**config.mk**
```make
export PLATFORM = sky130hd
export DESIGN_NAME = tw_cfg_slave
export DESIGN_NICKNAME = d
export VERILOG_FILES = /design/src/rtl/tw_pkg.sv /design/src/rtl/tw_line_sync.sv /design/src/rtl/tw_dev_match.sv /design/src/rtl/tw_word_ptr.sv /design/src/rtl/tw_cfg_slave.sv
export SDC_FILE = /design/constraint.sdc
export NUM_CORES = 1
export LEC_CHECK = 0
export CORE_ASPECT_RATIO = 1.25
export CORE_MARGIN = 5
export CORE_UTILIZATION = 50
export CTS_BUF_LIST = sky130_fd_sc_hd__clkbuf_4 sky130_fd_sc_hd__clkbuf_8 sky130_fd_sc_hd__clkbuf_16
export CTS_CLUSTER_SIZE = 24
export DETAILED_ROUTE_END_ITERATION = 16
export PLACE_DENSITY = 0.77
export SYNTH_ARGS = -nofsm -noshare
export SYNTH_HDL_FRONTEND = slang
export SYNTH_SLANG_ARGS = --single-unit
export TNS_END_PERCENT = 10
```
**constraint.sdc**
```tcl
create_clock -name clk -period 3.3 [get_ports clk]
set_input_delay 0.66 -clock clk [delete_from_list [all_inputs] [get_ports clk]]
set_output_delay 0.66 -clock clk [all_outputs]
set_load 0.1 [all_outputs]
```
**src/rtl/tw_pkg.sv**
```systemverilog
// Shared definitions for the two-wire configuration slave.
// Assumes an 8-bit byte on the bus and a 7-bit device address field.
package tw_pkg;
    localparam int BYTE_W = 8;
    localparam int CNT_W  = 4;

    typedef enum logic [2:0] {
        ST_IDLE,
        ST_DEV,
        ST_REG,
        ST_WDATA,
        ST_RDATA,
        ST_SKIP
    } tw_state_e;

    // Maps the strap pins to the 7-bit device address (without the direction bit).
    function automatic logic [6:0] dev_id(input logic [1:0] sel);
        case (sel)
            2'd0:    dev_id = 7'h48;
            2'd1:    dev_id = 7'h4C;
            2'd2:    dev_id = 7'h58;
            default: dev_id = 7'h5C;
        endcase
    endfunction
endpackage

```
**src/rtl/tw_line_sync.sv**
```systemverilog
// Brings SCL and SDA into the system clock domain through a flop chain
// and derives clock edges plus start and stop conditions.
// Assumes the system clock runs at least 8 times the SCL rate.
module tw_line_sync #(
    parameter int STAGES = 2
) (
    input  logic clk,
    input  logic rst_n,
    input  logic scl_raw,
    input  logic sda_raw,
    output logic scl_q,
    output logic sda_q,
    output logic scl_rise,
    output logic scl_fall,
    output logic start_ev,
    output logic stop_ev
);
    logic [STAGES-1:0] scl_pipe;
    logic [STAGES-1:0] sda_pipe;
    logic              scl_prev;
    logic              sda_prev;

    // Synchroniser chains and one-cycle history; idle bus reads high.
    always_ff @(posedge clk) begin
        if (!rst_n) begin
            scl_pipe <= '1;
            sda_pipe <= '1;
            scl_prev <= 1'b1;
            sda_prev <= 1'b1;
        end else begin
            scl_pipe <= {scl_pipe[STAGES-2:0], scl_raw};
            sda_pipe <= {sda_pipe[STAGES-2:0], sda_raw};
            scl_prev <= scl_q;
            sda_prev <= sda_q;
        end
    end

    // Edge and condition decode on the synchronised lines.
    always_comb begin
        scl_q    = scl_pipe[STAGES-1];
        sda_q    = sda_pipe[STAGES-1];
        scl_rise = scl_q & ~scl_prev;
        scl_fall = ~scl_q & scl_prev;
        start_ev = scl_q & scl_prev & sda_prev & ~sda_q;
        stop_ev  = scl_q & scl_prev & ~sda_prev & sda_q;
    end
endmodule

```
**src/rtl/tw_dev_match.sv**
```systemverilog
// Compares a received device byte against the strap-selected address.
// Assumes bit 0 of the byte is the direction (0 write, 1 read).
module tw_dev_match
    import tw_pkg::*;
(
    input  logic [1:0]        strap,
    input  logic [BYTE_W-1:0] dev_byte,
    output logic              hit_wr,
    output logic              hit_rd
);
    logic id_hit;

    // Address compare and direction split.
    always_comb begin
        id_hit = (dev_byte[BYTE_W-1:1] == dev_id(strap));
        hit_wr = id_hit & ~dev_byte[0];
        hit_rd = id_hit & dev_byte[0];
    end
endmodule

```
**src/rtl/tw_word_ptr.sv**
```systemverilog
// Holds the register pointer and the upper/lower half flag of a 16-bit word.
// A load sets the pointer and restarts at the upper half; each advance
// toggles the half and bumps the pointer after the lower half.
module tw_word_ptr #(
    parameter int AW = 8
) (
    input  logic          clk,
    input  logic          rst_n,
    input  logic          load,
    input  logic [AW-1:0] load_val,
    input  logic          advance,
    output logic [AW-1:0] ptr,
    output logic          low
);
    // Pointer and half-word tracking.
    always_ff @(posedge clk) begin
        if (!rst_n) begin
            ptr <= '0;
            low <= 1'b0;
        end else if (load) begin
            ptr <= load_val;
            low <= 1'b0;
        end else if (advance) begin
            if (low) begin
                ptr <= ptr + AW'(1);
            end
            low <= ~low;
        end
    end
endmodule

```
**src/rtl/tw_cfg_slave.sv**
```systemverilog
// Two-wire bus slave for a 16-bit register file: address match from straps,
// register-address capture, word-ordered byte hand-off and read shifting.
// Assumes no clock stretching, 7-bit addressing and a back end that returns
// rd_byte combinationally in the cycle rd_byte_req is high.
module tw_cfg_slave
    import tw_pkg::*;
#(
    parameter int SYNC_STAGES = 2
) (
    input  logic              clk,
    input  logic              rst_n,
    input  logic              scl_in,
    input  logic              sda_in,
    output logic              sda_oe,
    input  logic [1:0]        strap,
    output logic              addr_valid,
    output logic [BYTE_W-1:0] addr_byte,
    output logic              wr_byte_valid,
    output logic [BYTE_W-1:0] wr_byte,
    output logic              wr_low,
    output logic              rd_byte_req,
    output logic              rd_low,
    input  logic [BYTE_W-1:0] rd_byte,
    output logic [BYTE_W-1:0] reg_addr
);
    localparam logic [CNT_W-1:0] BITS_DONE = CNT_W'(BYTE_W);
    localparam logic [CNT_W-1:0] ACK_SLOT  = CNT_W'(BYTE_W + 1);

    logic scl_q, sda_q, scl_rise, scl_fall, start_ev, stop_ev;
    logic hit_wr, hit_rd;
    logic ptr_low, rd_advance;

    tw_state_e         st, nxt;
    logic [CNT_W-1:0]  cnt;
    logic [BYTE_W-1:0] rx_sh;
    logic [BYTE_W-1:0] tx_sh;
    logic              oe_q;

    tw_line_sync #(.STAGES(SYNC_STAGES)) u_sync (
        .clk      (clk),
        .rst_n    (rst_n),
        .scl_raw  (scl_in),
        .sda_raw  (sda_in),
        .scl_q    (scl_q),
        .sda_q    (sda_q),
        .scl_rise (scl_rise),
        .scl_fall (scl_fall),
        .start_ev (start_ev),
        .stop_ev  (stop_ev)
    );

    tw_dev_match u_match (
        .strap    (strap),
        .dev_byte (rx_sh),
        .hit_wr   (hit_wr),
        .hit_rd   (hit_rd)
    );

    tw_word_ptr #(.AW(BYTE_W)) u_ptr (
        .clk      (clk),
        .rst_n    (rst_n),
        .load     (addr_valid),
        .load_val (rx_sh),
        .advance  (wr_byte_valid | rd_advance),
        .ptr      (reg_addr),
        .low      (ptr_low)
    );

    // Back-end strobes, all derived from registered state and one-cycle edges.
    always_comb begin
        addr_valid    = (st == ST_REG) && scl_fall && (cnt == BITS_DONE);
        addr_byte     = rx_sh;
        wr_byte_valid = (st == ST_WDATA) && scl_fall && (cnt == BITS_DONE);
        wr_byte       = rx_sh;
        wr_low        = ptr_low;
        rd_advance    = (st == ST_RDATA) && scl_rise && (cnt == ACK_SLOT);
        rd_byte_req   = scl_fall && (cnt == ACK_SLOT) &&
                        (((st == ST_DEV) && (nxt == ST_RDATA)) || (st == ST_RDATA));
        rd_low        = ptr_low;
        sda_oe        = oe_q;
    end

    // Bus protocol sequencer: bit counting, acknowledge and shift-out.
    always_ff @(posedge clk) begin
        if (!rst_n) begin
            st    <= ST_IDLE;
            nxt   <= ST_IDLE;
            cnt   <= '0;
            rx_sh <= '0;
            tx_sh <= '0;
            oe_q  <= 1'b0;
        end else if (stop_ev) begin
            st   <= ST_IDLE;
            oe_q <= 1'b0;
        end else if (start_ev) begin
            st   <= ST_DEV;
            cnt  <= '0;
            oe_q <= 1'b0;
        end else begin
            case (st)
                ST_DEV, ST_REG, ST_WDATA: begin
                    if (scl_rise && (cnt < BITS_DONE)) begin
                        rx_sh <= {rx_sh[BYTE_W-2:0], sda_q};
                        cnt   <= cnt + CNT_W'(1);
                    end else if (scl_fall && (cnt == BITS_DONE)) begin
                        cnt <= ACK_SLOT;
                        if (st == ST_DEV) begin
                            if (hit_wr) begin
                                oe_q <= 1'b1;
                                nxt  <= ST_REG;
                            end else if (hit_rd) begin
                                oe_q <= 1'b1;
                                nxt  <= ST_RDATA;
                            end else begin
                                st <= ST_SKIP;
                            end
                        end else begin
                            oe_q <= 1'b1;
                            nxt  <= ST_WDATA;
                        end
                    end else if (scl_fall && (cnt == ACK_SLOT)) begin
                        st <= nxt;
                        if (nxt == ST_RDATA) begin
                            oe_q  <= ~rd_byte[BYTE_W-1];
                            tx_sh <= {rd_byte[BYTE_W-2:0], 1'b0};
                            cnt   <= CNT_W'(1);
                        end else begin
                            oe_q <= 1'b0;
                            cnt  <= '0;
                        end
                    end
                end
                ST_RDATA: begin
                    if (scl_fall && (cnt != '0) && (cnt < BITS_DONE)) begin
                        oe_q  <= ~tx_sh[BYTE_W-1];
                        tx_sh <= {tx_sh[BYTE_W-2:0], 1'b0};
                        cnt   <= cnt + CNT_W'(1);
                    end else if (scl_fall && (cnt == BITS_DONE)) begin
                        oe_q <= 1'b0;
                        cnt  <= ACK_SLOT;
                    end else if (scl_rise && (cnt == ACK_SLOT)) begin
                        if (sda_q) begin
                            st <= ST_SKIP;
                        end
                    end else if (scl_fall && (cnt == ACK_SLOT)) begin
                        oe_q  <= ~rd_byte[BYTE_W-1];
                        tx_sh <= {rd_byte[BYTE_W-2:0], 1'b0};
                        cnt   <= CNT_W'(1);
                    end
                end
                default: begin
                    oe_q <= 1'b0;
                end
            endcase
        end
    end
endmodule

```
Word-level counts from Yosys, hierarchy flattened:

Index checks and enable logic that the tools add are counted.

* bits in registers: 42
* bits in latches: 0
* memory bits (writable): 0
* bits in read-only memories: 0
* input port bits: 14
* output and inout bits: 30
* word-level logic and storage cells: 162
* memories kept: 0

* add/sub/neg operators: 2
* multiply operators: 0
* div/mod/pow operators: 0
* magnitude comparators: 1
* equal/unequal tests: 41
* shift-type cells: 0
* multiplexer cells: 50
* bitwise operators: 22
* reduce and logical (&&, ||, !) cells: 33

Operators with widths (count)
* 8-bit two-way mux: 11
* 3-bit two-way mux: 13
* 4-bit two-way mux: 8
* 10-bit AND reduction: 3
* 3-bit inequality test, second input constant: 9
* 4-bit inequality test, second input constant: 5
* 8-bit case mux with 2 select lines: 1
* 5-bit inequality test, second input constant: 3
* 5-bit case mux with 3 select lines: 1
* 1-bit logical AND: 14
* 1-bit two-way mux: 13
* 2-bit inequality test, second input constant: 6
* 1-bit inverter: 12
* 5-bit AND reduction: 2
* 1-bit AND: 9
* 3-bit by 2-bit inequality test with 1-bit output, second input constant: 3
* 8-bit by 1-bit adder with 8-bit output, second input constant: 1
* 4-bit == test, second input constant: 2
* 4-bit case mux with 2 select lines: 1
* 7-bit == test: 1
* 3-bit by 2-bit == test with 1-bit output, second input constant: 2
* 3-bit == test, second input constant: 2
* 3-bit case mux with 2 select lines: 1
* 6-bit AND reduction: 1
* other kinds (20): 25

Depth between registers and ports, before layout:

* word-level depth: 11
* gate-level depth with buffers: 8
* gate-level depth less buffers: 7

By module:

From an unflattened synthesis, not the netlist that was laid out.

* cells, all modules: 261
* area, all modules: 2323.5 µm²

Modules (own cells, without submodules)
* tw_cfg_slave: times used 1, cells an instance 182, area an instance 1601.5 µm²
* tw_word_ptr: times used 1, cells an instance 55, area an instance 483.0 µm²
* tw_line_sync: times used 1, cells an instance 16, area an instance 190.2 µm²
* tw_dev_match: times used 1, cells an instance 8, area an instance 48.8 µm²

Worst setup path after synthesis:

OpenSTA, ideal clock, no wires.

* kind: flip-flop to output port
* start point: register cnt[2]
* end point: output port rd_byte_req
* arrival time: 2248 ps
* required time: 2640 ps
* slack: 392 ps
* cell stages (with the launch flop): 6
* buffers on the path: 2
* cell sequence: dfxtp_1 > buf_2 > and4bb_2 > clkbuf_1 > nand2_1 > nor2_1

* word-level cells in the longest chain between the ends: 3

Ends and longest elaborated chain
* start, declared: RTL line tw_cfg_slave.sv:34 `logic [CNT_W-1:0] cnt;`
* start signal, assigned: RTL line tw_cfg_slave.sv:104 `cnt <= cnt + CNT_W'(1);`
* start signal, assigned: RTL line tw_cfg_slave.sv:137 `cnt <= cnt + CNT_W'(1);`
* 4-bit == test: RTL line tw_cfg_slave.sv:77 `rd_byte_req = scl_fall && (cnt == ACK_SLOT) &&`
* 1-bit logical AND (2 in series): RTL line tw_cfg_slave.sv:77
* end, declared: RTL line tw_cfg_slave.sv:21 `output logic rd_byte_req,`

Every way passes these cells.

Worst setup path in the final report:

* start point: register cnt[3]
* end point: output port wr_byte_valid

* word-level cells in the longest chain between the ends: 2

Ends and longest elaborated chain
* 4-bit == test: RTL line tw_cfg_slave.sv:73 `wr_byte_valid = (st == ST_WDATA) && scl_fall && (cnt == BITS_DONE);`
* 1-bit logical AND: RTL line tw_cfg_slave.sv:73
* end, declared: RTL line tw_cfg_slave.sv:18 `output logic wr_byte_valid,`

Every way passes these cells.

==> results.md <==
* Hold EP: u_sync.sda_pipe[1]$_SDFF_PN1_
* Initial Utilization at about 52%
* Via density at between 5 and 6
* Hold Slack at between 0.4 and 0.5 ns
* Final WL at slightly below 6000 um
* Critical Path Source Type: flop
* GPL Wtd Cong at 0.961
* Initial drt markers at between 100 and 150
* Critical path class: reg2out
* Initial antenna violation count at 0
* Die W at between 70 and 80 um
* First-pass GRT wire length at just over 10000 um
* Largest net degree at the start of global routing at 25
* Crit Reg-Reg Startpoint: st[2]$_SDFFE_PP0P_
* Distinct cells, synth at 61
* Power Density at between 300 and 400 mW/mm^2
* Clk slew on worst S/H paths at 0.07 ns
* Unrepaired setup endpoints after global routing: no
* LEAKAGE at ~1.0 nW
* Worst Path Arrival at 2.11 ns
* Reg2reg setup slack at 1.08 ns
* Most frequent cells in the layout: dfxtp_1, buf_4, nand2_1
* End of the worst register-to-register path: st[1]$_SDFFE_PP0P_
* Remaining antenna violation count at 0
* Postcts setup bufs at 0
* Syn avg cell area at 8.47 um^2
* CTS tree: done
* Crit. End Element: output pin
* Slew Limit Headroom at 43.0%
* Final nets at between 300 and 400
* TritonCTS buffer count at 5
* Max-slew violations at 0
* Yosys top cell by area: dfxtp_1
* Maximum clock path buffer count at 2
* Drt drc at 0
* Peak supply drop at ~0.00026 V
* Top post-synthesis cells by area: dfxtp_1, a21oi_1, nand2_1, nand2b_1, mux2i_1
* Hold path cells at 1
* # IOs at 44
* Hold Crit Class: reg2reg
* Register-to-Register Path Depth at 4
* Synth warnings at 0
* Number of synthesized flops with an enable pin at 0
* Mapped Nets at 308
* Die Area at 0.00642 mm^2
* CTS H-tree lvls at 2
* Top_reg_cell synth: dfxtp_1
* DRT Pass-1 Iters at 4
* Setup WS post-layout at between 0.5 and 0.6 ns
* Worst skew pair latency at a little under 0.3 ns
* Critical path peak fanout at 12
* Total GRT Usage at between 10% and 20%
* Most common cell after layout, fill and taps aside: dfxtp_1
* Hold_buf cts at 0
* Die Y at roughly 90 um
* PostCTS Resize Cnt at 0
* Antenna diodes at 0
* Total gr overflow at 0
* Flops & latches, synth at between 40 and 50
* Post-placement worst setup slack at between 0.8 and 0.9 ns
* Core area at 0.00476 mm^2
* Mapped cell area at 0.00245 mm^2
* DR vias at roughly 2.2k
* Post-synthesis sequential area ratio at 33.4%
* Final setup violating endpoints at 0
* Final Util at 60.3%
* Rows at 28
* I/O Buffers at 43
* Fin crit period at roughly 2.8 ns
* Worst Path Required at between 2 and 3 ns
* Final HPWL DP at 4480 um
* Final hold vios at 0
* Root buffer cell: clkbuf_8
* Gate Count Post-Synth at 290
* Vias in the first global route at between 2k and 2.5k
* Worst Max-Slew Pin Slew at 0.854 ns
* Fill count at about 430
* Synth top area share at 33.4%
* Final period util at 84.1%
* Area growth, synth to finish at 17.1%
* Max Cap Viol at 0
* Fmax at roughly 0.36 GHz
* Worst Skew at between 0.007 and 0.008 ns
* Setup TNS Final at 0 ns
* Hold_sp: u_sync.sda_pipe[0]$_SDFF_PN1_
* Share of cells above drive strength 1 at 18.3%
* Status: finished, final reports clean
* Clk sink count at a little over 40
* DR WL/cell at between 15 and 20 um
* Post-synth ARST share at 0%
[where the power goes]
| part | internal, mW | switching [mW] | total (mW) |
|---|---|---|---|
| sequential | 0.513 | 0.0164 | 0.530 |
| clock | 0.165 | 0.168 | 0.334 |
| combinational | 0.0588 | 0.0774 | 0.136 |
[sequential cells by signal, summed over array words and instances, names as in the netlist]
signal,cells
sda_oe,1
st,3
u_ptr.ptr,8
u_sync.scl_prev,1
u_sync.sda_prev,1
u_ptr.low,1
addr_byte,8
tx_sh,7
cnt,4
nxt,3
u_sync.sda_pipe,2
u_sync.scl_pipe,2
[routing by layer]
layer	GRT usage (%)	vias to the layer above	wire length, um
li1	-	1101	-
met1	23.5	1018	2470
met2	35.1	69	3070
met3	4.20	10	325
met4	6.88	0	95
met5	0	-	0
[layout make-up]
| cell class | count | area [um^2] | area share [%] |
|---|---|---|---|
| multi-input combinational | 207 | 1420 | 49.5 |
| sequential | 41 | 821 | 28.5 |
| timing repair buffer | 47 | 410 | 14.3 |
| clock buffer | 6 | 82.6 | 2.87 |
| tap | 60 | 75.1 | 2.61 |
| inverter | 15 | 56.3 | 1.96 |
| clock inverter | 1 | 7.51 | 0.261 |
[worst max-delay path by stage]
stage,depth (start not counted),slack [ns],end,from
2_1_floorplan,5,0.39,rd_byte_req,cnt[2]$_SDFFE_PN0P_
3_3_place_gp,4,0.87,wr_byte_valid,cnt[3]$_SDFFE_PN0P_
3_5_place_dp,4,0.84,wr_byte_valid,cnt[3]$_SDFFE_PN0P_
4_1_cts,4,0.52,wr_byte_valid,cnt[3]$_SDFFE_PN0P_
5_1_grt,4,0.38,wr_byte_valid,cnt[3]$_SDFFE_PN0P_
6_report,4,0.53,wr_byte_valid,cnt[3]$_SDFFE_PN0P_
[Yosys cell counts (2+ instances only)]
cell type / count
a211oi_1: 11
a211oi_2: 3
a21oi_1: 22
a221o_1: 2
a221oi_1: 4
a31oi_1: 5
a41oi_1: 2
and2_1: 4
and3_1: 5
and4bb_2: 2
buf_2: 4
buf_4: 10
buf_6: 2
clkbuf_1: 9
clkbuf_2: 2
dfxtp_1: 41
ha_1: 4
inv_1: 15
mux2i_1: 9
nand2_1: 28
nand2b_1: 16
nand3_1: 18
nand3b_1: 2
nand4_1: 3
nand4b_1: 3
nor2_1: 12
nor2b_1: 4
nor3_1: 2
nor3b_1: 3
o2111a_1: 2
o211a_1: 2
o211ai_1: 3
o21ai_0: 2
o21bai_1: 2
o22ai_1: 2
o31ai_1: 2
or3_1: 2
xnor2_1: 3
[critical path, cell delays in order (launching register included)]
cell	delay, ns
dfxtp_1	0.53
nand4bb_1	0.23
or4b_1	0.72
inv_1	0.16
buf_12	0.18
[per-stage QoR]
step | instance area [um^2] | instances | total power [mW]
5_1_grt | 2880 | 377 | 1.05
3_3_place_gp | 2790 | 370 | 0.674
3_5_place_dp | 2790 | 370 | 0.677
6_report | 2880 | 377 | 1.00
4_1_cts | 2880 | 377 | 1.01
2_1_floorplan | 2450 | 290 | 0.647
[logic make-up (layout without fill, tap and decap cells)]
group,after synthesis,after routing,synth area share (%)
buffers and inverters,42,69,8.87
and+or+nand+nor,116,116,27.0
xor gates and xnor gates,3,3,1.07
muxes,9,9,3.67
AOI/OAI and AO/OA,75,75,24.0
DFF,41,41,33.4
adders and majority gates,4,4,2.04
(Power assumes the default switching activity.)
